===== src/rtl/conv_pkg.sv =====
`timescale 1ns/1ps
package conv_pkg;
  // Strobes from control to datapath, one set per clock.
  typedef struct packed {
    logic advance;      // move samples and sums one element
    logic shiftWeight;  // shift one weight into the chain
    logic takeSample;   // inject the sample input instead of a zero
  } convStrobes_t;
endpackage


===== src/rtl/conv_pe.sv =====
`timescale 1ns/1ps
module conv_pe #(
  parameter int DATA_W = 8,
  parameter int SUM_W  = 20
) (
  input  logic                     clk,
  input  logic                     rst,
  input  logic                     advance,
  input  logic signed [DATA_W-1:0] weight,
  input  logic signed [DATA_W-1:0] xIn,
  input  logic signed [SUM_W-1:0]  yIn,
  output logic signed [DATA_W-1:0] xOut,
  output logic signed [SUM_W-1:0]  yOut
);
  localparam int PROD_W = 2 * DATA_W;

  logic signed [DATA_W-1:0] xReg;
  logic signed [SUM_W-1:0]  yReg;
  logic signed [PROD_W-1:0] prod;

  assign prod = weight * xIn;

  always_ff @(posedge clk) begin
    if (rst) begin
      xReg <= '0;
      yReg <= '0;
    end else if (advance) begin
      xReg <= xIn;
      yReg <= yIn + SUM_W'(prod);
    end
  end

  assign xOut = xReg;
  assign yOut = yReg;

  // an idle (zero) slot passes the partial sum through unchanged
  a_r7_bubble_passes: assert property (@(posedge clk) disable iff (rst)
    (advance && xIn == '0) |=> (yOut == $past(yIn)));

  // a frozen element keeps both of its registers
  a_r3_pe_frozen: assert property (@(posedge clk) disable iff (rst)
    !advance |=> ($stable(yOut) && $stable(xOut)));
endmodule


===== src/rtl/conv_datapath.sv =====
`timescale 1ns/1ps
module conv_datapath import conv_pkg::*; #(
  parameter int DATA_W = 8,
  parameter int SUM_W  = 20,
  parameter int TAPS   = 4
) (
  input  logic                     clk,
  input  logic                     rst,
  input  convStrobes_t             strobes,
  input  logic signed [DATA_W-1:0] sampleIn,
  input  logic signed [DATA_W-1:0] weightIn,
  output logic signed [SUM_W-1:0]  result
);
  // sampleLink[k] enters element k; sumLink[k] leaves element k toward the output
  logic signed [DATA_W-1:0] sampleLink [TAPS+1];
  logic signed [SUM_W-1:0]  sumLink    [TAPS+1];
  logic signed [DATA_W-1:0] wChain     [TAPS];   // wChain[j] holds weight w(j+1)

  assign sampleLink[0] = strobes.takeSample ? sampleIn : '0;
  assign sumLink[TAPS] = '0;

  // Serial weight chain: newest value enters at the top, oldest ends at w1
  always_ff @(posedge clk) begin
    if (rst) begin
      for (int j = 0; j < TAPS; j++) wChain[j] <= '0;
    end else if (strobes.shiftWeight) begin
      for (int j = 0; j < TAPS - 1; j++) wChain[j] <= wChain[j+1];
      wChain[TAPS-1] <= weightIn;
    end
  end

  // Element k sits k hops from the sample entry and sees weight w(TAPS-k)
  for (genvar k = 0; k < TAPS; k++) begin : g_pe
    conv_pe #(.DATA_W(DATA_W), .SUM_W(SUM_W)) i_pe (
      .clk    (clk),
      .rst    (rst),
      .advance(strobes.advance),
      .weight (wChain[TAPS-1-k]),
      .xIn    (sampleLink[k]),
      .yIn    (sumLink[k+1]),
      .xOut   (sampleLink[k+1]),
      .yOut   (sumLink[k])
    );
  end

  assign result = sumLink[0];

  // the newest loaded weight lands at the top of the chain
  a_r2_weight_entry: assert property (@(posedge clk) disable iff (rst)
    strobes.shiftWeight |=> (wChain[TAPS-1] == $past(weightIn)));

  // a sample leaves the last element one advance after entering it
  a_r4_sample_exit: assert property (@(posedge clk) disable iff (rst)
    strobes.advance |=> (sampleLink[TAPS] == $past(sampleLink[TAPS-1])));
endmodule


===== src/rtl/conv_ctrl.sv =====
`timescale 1ns/1ps
module conv_ctrl import conv_pkg::*; #(
  parameter int TAPS = 4
) (
  input  logic         clk,
  input  logic         rst,
  input  logic         loadEn,
  input  logic         sampleValid,
  output convStrobes_t strobes,
  output logic         resultValid
);
  localparam int HIST_LEN = 2 * (TAPS - 1);

  logic [HIST_LEN-1:0] validHist;   // bit 0: previous advancing cycle
  logic                prevOk;

  always_comb begin
    strobes.advance     = !loadEn;
    strobes.shiftWeight = loadEn;
    strobes.takeSample  = !loadEn && sampleValid;
  end

  // Samples 2, 4, 6 ... advancing cycles back must all have been real
  always_comb begin
    prevOk = 1'b1;
    for (int j = 1; j < HIST_LEN; j += 2) prevOk = prevOk & validHist[j];
  end

  always_ff @(posedge clk) begin
    if (rst) begin
      validHist   <= '0;
      resultValid <= 1'b0;
    end else if (loadEn) begin
      resultValid <= 1'b0;
    end else begin
      validHist   <= {validHist[HIST_LEN-2:0], sampleValid};
      resultValid <= sampleValid && prevOk;
    end
  end

  // a valid result always follows an accepted sample
  a_r6_valid_cause: assert property (@(posedge clk) disable iff (rst)
    resultValid |-> $past(sampleValid && !loadEn));

  // nothing is flagged valid right after a load cycle
  a_r3_quiet_load: assert property (@(posedge clk) disable iff (rst)
    loadEn |=> !resultValid);
endmodule


===== src/rtl/conv_systolic.sv =====
`timescale 1ns/1ps
module conv_systolic import conv_pkg::*; #(
  parameter int DATA_W = 8,
  parameter int SUM_W  = 20,
  parameter int TAPS   = 4
) (
  input  logic                     clk,
  input  logic                     rst,
  input  logic                     loadEn,
  input  logic signed [DATA_W-1:0] weightIn,
  input  logic                     sampleValid,
  input  logic signed [DATA_W-1:0] sampleIn,
  output logic signed [SUM_W-1:0]  result,
  output logic                     resultValid
);
  convStrobes_t strobes;

  conv_ctrl #(.TAPS(TAPS)) i_ctrl (
    .clk        (clk),
    .rst        (rst),
    .loadEn     (loadEn),
    .sampleValid(sampleValid),
    .strobes    (strobes),
    .resultValid(resultValid)
  );

  conv_datapath #(.DATA_W(DATA_W), .SUM_W(SUM_W), .TAPS(TAPS)) i_datapath (
    .clk     (clk),
    .rst     (rst),
    .strobes (strobes),
    .sampleIn(sampleIn),
    .weightIn(weightIn),
    .result  (result)
  );

  // the cycle after reset shows a cleared output
  a_r1_reset_clear: assert property (@(posedge clk) disable iff (rst)
    $past(rst) |-> (result == '0 && !resultValid));

  // the output sum is held through a load cycle
  a_r3_hold_result: assert property (@(posedge clk) disable iff (rst)
    loadEn |=> $stable(result));
endmodule


===== config.mk =====
export PLATFORM = sky130hd
export DESIGN_NAME = conv_systolic
export DESIGN_NICKNAME = d
export VERILOG_FILES = /design/src/rtl/conv_pkg.sv /design/src/rtl/conv_pe.sv /design/src/rtl/conv_datapath.sv /design/src/rtl/conv_ctrl.sv /design/src/rtl/conv_systolic.sv
export SDC_FILE = /design/constraint.sdc
export NUM_CORES = 1
export LEC_CHECK = 0
export CAP_MARGIN = 20
export CORE_AREA = 5 5 302 156
export DETAILED_ROUTE_END_ITERATION = 10
export DIE_AREA = 0 0 307 161
export DONT_BUFFER_PORTS = 1
export SKIP_CTS_REPAIR_TIMING = 1
export SLEW_MARGIN = 20
export SYNTH_ARGS = -nofsm -noshare
export SYNTH_HDL_FRONTEND = slang
export SYNTH_SLANG_ARGS = --single-unit
export TNS_END_PERCENT = 50

===== constraint.sdc =====
create_clock -name clk -period 8.5 [get_ports clk]
set_input_delay 0.85 -clock clk [delete_from_list [all_inputs] [get_ports clk]]
set_output_delay 0.85 -clock clk [all_outputs]
set_load 0.01 [all_outputs]

Word-level counts from Yosys, hierarchy flattened
Memories as Yosys holds them, arrays and structs flattened.
Cells that the tools add are included.
Widths: inputs -> output; s select.
{"block": "totals", "ff_bits": 107, "ram_bits": 32, "input_bits": 20, "out_inout_bits": 21, "elab_cells": 37, "memories": 1}
{"block": "op_classes", "addsub": 3, "multipliers": 4, "muxes": 10, "bitwise": 6, "reduce_logical": 4}
{"memory": "i_datapath.wChain", "words": 4, "word_bits": 8, "read_ports": 4, "rd_ports_with_merged_regs": 0, "wr": 4, "line": "conv_datapath.sv:17", "text": "logic signed [DATA_W-1:0] wChain [TAPS];"}
{"cell": "$mul 8x8->16", "n": 4}
{"cell": "$add 20x16->20", "n": 2}
{"cell": "$mux 8", "n": 5}
{"cell": "$add 16x16->17", "n": 1}
{"cell": "$mux 1", "n": 5}
{"cell": "$or 1x1->1", "n": 4}
{"cell": "$and 1x1->1", "n": 2}
{"cell": "$logic_and 1x1->1", "n": 2}
{"cell": "$reduce_or 2->1", "n": 1}
{"cell": "$logic_not 1->1", "n": 1}

Depth between registers and ports, before layout
{"block": "depth", "depth_word": 5, "mapped_depth": 23, "depth_no_buf": 20}

Hierarchy
A second synthesis with hierarchy kept.
{"block": "unflattened", "cells_unflattened": 2046, "hier_area_um2": 20120.5}
{"mod": "conv_pe (i_datapath.g_pe[1].i_pe ...)", "instances": 2, "cells_per_inst": 488, "area_per_inst_um2": 4619.4, "seq_area_each_um2": 560.5}
{"mod": "conv_pe (i_datapath.g_pe[3].i_pe)", "instances": 1, "cells_per_inst": 483, "area_per_inst_um2": 4667.0, "seq_area_each_um2": 560.5}
{"mod": "conv_pe (i_datapath.g_pe[0].i_pe)", "instances": 1, "cells_per_inst": 481, "area_per_inst_um2": 4584.4, "seq_area_each_um2": 560.5}
{"mod": "conv_datapath", "instances": 1, "cells_per_inst": 80, "area_per_inst_um2": 1356.3, "seq_area_each_um2": 960.9}
{"mod": "conv_ctrl", "instances": 1, "cells_per_inst": 26, "area_per_inst_um2": 274.0, "seq_area_each_um2": 140.1}

Least setup slack after synthesis
OpenSTA, ideal clock, no wires.
{"block": "synth_timing", "kind": "input to register", "startpoint": "in loadEn", "endpoint": "reg i_datapath.g_pe[0].i_pe.yReg[18]", "setup_ps": 134, "arrival_time_ps": 6155, "t_required_ps": 8366, "setup_slack_ps": 2211, "stages": 20, "path_buffers": 2, "path_cell_list": "buf_2 nor2b_1 clkbuf_1 and3_1 inv_1 fa_1 inv_1 fa_1 fa_1 fa_1 inv_1 fa_1 inv_1 ha_1 a2111oi_2 o21ai_1 a21o_1 a2111oi_4 or4_1 o211ai_1"}
{"block": "synth_via", "elab_chain_len": 5}
{"element": "start: declaration", "line": "conv_systolic.sv:9", "text": "input logic loadEn,"}
{"element": "$logic_not 1->1", "line": "conv_ctrl.sv:20", "text": "strobes.takeSample = !loadEn && sampleValid;"}
{"element": "$logic_and 1x1->1", "line": "conv_ctrl.sv:20"}
{"element": "$mux 8", "line": "conv_datapath.sv:19", "text": "assign sampleLink[0] = strobes.takeSample ? sampleIn : '0;"}
{"element": "$mul 8x8->16", "line": "conv_pe.sv:21", "text": "assign prod = weight * xIn;"}
{"element": "$add 20x16->20", "line": "conv_pe.sv:29", "text": "yReg <= yIn + SUM_W'(prod);"}
{"element": "end signal: assignment", "line": "conv_pe.sv:29"}
{"element": "end: declaration", "line": "conv_pe.sv:18", "text": "logic signed [SUM_W-1:0] yReg;"}
Parallel ways exist; a longest one is shown, timed or not.
A chain may end at the register's enable or synchronous reset.

Final worst setup path
{"block": "layout_timing", "startpoint": "in loadEn", "endpoint": "reg i_datapath.g_pe[0].i_pe.yReg[19]"}
Same word-level chain as after synthesis.

==> qor.json <==
{
  "flow_run": {
    "maxCapViolCount": 0
  },
  "setup_path": {
    "critPathCaptureType": "flop",
    "setup.worst_path.class": "in -> reg",
    "timing.critical_path.required_ns": 8.88,
    "cp_max_fo": 118,
    "cp_data_arrival_time_ns": 6.60,
    "timing.critical_path.slowest_stage_cell": "or4_1",
    "worstSetupStartpointType": "primary input",
    "crit_path_max_incr_delay_ns": 0.51,
    "critical_path.cell_chain": "nor2b_4 -> buf_4 -> nand2_1 -> or2_2 -> fa_1 -> fa_1 -> inv_1 -> fa_1 -> fa_1 -> inv_1 -> fa_1 -> inv_1 -> ha_1 -> nand2_1 -> o31a_1 -> o211ai_2 -> a2111oi_2 -> or4_1 -> o211ai_1",
    "critPathMostFrequentCell": "fa_1"
  },
  "timing": {
    "post-route-min-period_ns": 6.220,
    "worst_pin_slew_ns": 0.9620,
    "achievable-frequency_mhz": 160.8,
    "timing.final.crit_share_pct": 73.18,
    "finalHoldWorstSlack_ns": 0.4452,
    "final_hold_viol_count": 0,
    "grt_setup_unrepaired": "false",
    "final.setup_skew_ns": 0.01396,
    "setup-violations-final": 0,
    "timing.slew.headroom_pct": 35.87,
    "setup_tns_ns": 0,
    "slew_limit_fails": 0,
    "final.setup.worst_slack_ns": 2.280
  },
  "detailed_routing": {
    "detail_route.first_pass.iterations": 5,
    "first_iter_violations": 1069,
    "via_per_inst": 5.096,
    "postRouteWirelength_microns": 45540,
    "detailroute.via_count": 12190,
    "route.antenna.remaining_nets": 0,
    "drt_drc_violations_left": 0,
    "avgRoutedWirePerCell_microns": 19.04
  },
  "cells_and_area": {
    "finalInstanceArea_sq_um": 18580,
    "layout_filler_cell_count": 4309,
    "syn2layout_area_growth_pct": 6.652,
    "final_nets": 2259,
    "ratio_of_cells_with_drive_above_1_in_the_final_layout_pct": 2.513,
    "finalNonFillerCells": 2391
  },
  "logic_synthesis": {
    "synthArstFlopShare_pct": 0,
    "synth_top_cells_by_area": "fa_1 (35%), dfxtp_1 (12%), ha_1 (11%)",
    "most_used_standard_cell_by_instance_count_after_synthesis": "inv_1",
    "synth_seq_area_share_pct": 17.47,
    "top_flip_flop_cell_by_instance_count_after_synthesis": "dfxtp_1",
    "synth_fp_nets": 2301,
    "yosys-top-cells-count": "inv_1 (395), fa_1 (303), ha_1 (158), nand2_1 (133), dfxtp_1 (104)",
    "postSynthCellCount": 1820,
    "yosys.cell_types.count": 62,
    "synth_enable_flop_cells": 32,
    "netlist_area_before_placement_sq_um": 17420,
    "synth_area_leader_cell": "fa_1",
    "netlist.area_leader.share_pct": 34.83,
    "flops_latches_synth": 136,
    "synthesis.area_per_instance_sq_um": 9.570,
    "yosys_warnings": 0
  },
  "power": {
    "max-vdd-ir-drop_uv": 123.3,
    "power.sequential.fraction_pct": 37.7,
    "switching_part_of_the_total_power_pct": 33.35,
    "power.switching_mw": 0.6887,
    "internal-power_mw": 1.377,
    "combPwrFrac_pct": 24.1,
    "clock_power_share_pct": 38.2,
    "p_leak_nw": 9.306,
    "p_per_area_nw_per_um2": 111.2
  },
  "grt": {
    "grt_first_pass_wirelength_microns": 74640,
    "grt_pass1_vias": 12770,
    "grt_antenna_before_repair": 2,
    "grt_max_degree": 119,
    "grt_util_all_layers_pct": 19.34,
    "grt_overflow_total": 0
  },
  "floorplanning": {
    "placement_rows": 55,
    "core-area_sq_um": 44390,
    "die_area_sq_um": 49430,
    "chipHeight_microns": 161,
    "floorplan.die.width_microns": 307,
    "io-pin-count": 41,
    "initial_utilization_pct": 39.24
  },
  "cts": {
    "clkTransAtPathRegs_ns": 0.06,
    "cts_tree": "yes",
    "htree_levels": 4,
    "root_buffer_cell": "clkbuf_16",
    "clock_path_buffers": 2,
    "clkLatencyLatePin_ns": 0.46,
    "tritoncts_num_sinks": 136,
    "cts_buffers": 17
  },
  "place": {
    "numPlacedInstances": 2356,
    "placement.io_buffers": 0,
    "detailedPlace.worstSlack_ns": 1.976,
    "finalWeightedCongestion": 0.8570,
    "dpl-instance-area_sq_um": 17960,
    "detailedPlacementHpwl_microns": 36250
  },
  "hold_path": {
    "timing.hold.worst.class": "reg -> reg"
  },
  "status": {
    "outcome": "finished clean"
  }
}
==> placed cells by master, fill, tap and decap left out, drive strengths merged, types with 3 or more instances in the layout <==
cell	n
nand2	133
o21a	12
or4	3
a21o	19
o21ai	40
buf	6
inv	396
a32o	3
clkbuf	19
a31oi	3
bufinv	3
nor2b	7
o211ai	7
xor2	18
xnor2	38
fa	303
a22oi	5
dfxtp	104
nand2b	14
o31ai	3
o31a	3
clkinvlp	3
and3	68
nand3	20
and2	98
a211oi	13
o21bai	8
nor3	9
ha	158
edfxtp	32
nand4	3
a21oi	58
nor2	89
or3	6
mux2i	45
a2111oi	7
clkinv	7
==> worst max-delay path: cells and delay by family <==
family / cells / cell delay [ns]
simple gates: 5 / 1.55
fa+ha+maj: 6 / 2.73
compound gates: 4 / 0.87
buf+inv: 4 / 0.55
==> flip-flops by register name, summed over array words and instances, names as in the netlist <==
| name | cells |
|---|---|
| i_ctrl.validHist | 6 |
| i_datapath.g_pe.i_pe.xOut | 24 |
| i_datapath.wChain | 32 |
| i_ctrl.resultValid | 1 |
| i_datapath.g_pe.i_pe.yOut | 73 |
==> path summary, 6_finish.rpt <==
| path | start | to | slack, ns | depth (start not counted) |
|---|---|---|---|---|
| max | loadEn | i_datapath.g_pe[0].i_pe.yOut[19] | 2.28 | 19 |
| min | i_datapath.g_pe[2].i_pe.yOut[18] | i_datapath.g_pe[2].i_pe.yOut[18] | 0.45 | 2 |
| max reg2reg | i_datapath.wChain[0][31] | i_datapath.g_pe[0].i_pe.yOut[19] | 2.40 | 17 |
| min reg2reg | i_datapath.g_pe[2].i_pe.yOut[18] | i_datapath.g_pe[2].i_pe.yOut[18] | 0.45 | 2 |
==> area by class of cell <==
| class | instances | area, sq um | area share, % |
|---|---|---|---|
| antenna | 2 | 5.005 | 0.02694 |
| clock buffer | 19 | 442.9 | 2.384 |
| clock inverter | 13 | 153.9 | 0.8285 |
| inverter | 396 | 1486 | 8.002 |
| multi-input combinational | 1221 | 12640 | 68.07 |
| sequential | 136 | 3043 | 16.38 |
| tap | 598 | 748.2 | 4.028 |
| timing repair buffer | 6 | 52.55 | 0.2829 |
==> cells by family (layout without fill, tap and decap cells) <==
kind of cell | after synthesis | in the layout | synth area share, %
mux | 47 | 47 | 2.715
buf+inv | 463 | 434 | 9.993
other cells | 0 | 2 | 0
simple gates | 457 | 457 | 13.11
xor+xnor | 57 | 57 | 2.945
compound gates | 199 | 199 | 7.586
fa+ha+maj | 461 | 461 | 46.18
flops | 136 | 136 | 17.47
==> power by group through the flow <==
stage	clock network [mW]	logic (mW)	registers, mW
after detailed placement	0	0.484	0.790
after floorplan	0	0.387	0.745
after global placement	0	0.478	0.790
after CTS	0.802	0.497	0.776
final	0.790	0.497	0.779
after global routing	0.831	0.564	0.783
==> layer usage <==
layer	track usage, %	up-vias	part of all wire, %
met5	0	-	0
met4	2.996	0	0.83
met3	5.963	27	9.7
met2	25.21	433	38
met1	31.38	6109	52
li1	-	5616	-
==> through the flow <==
step / util [%] / power (mW)
after floorplan: - / 1.131
after global routing: 41.84 / 2.178
after detailed placement: 40.46 / 1.274
after global placement: 40.46 / 1.268
after CTS: 41.80 / 2.075
final: 41.85 / 2.065
No activity file was read; power rests on OpenSTA's default activity.
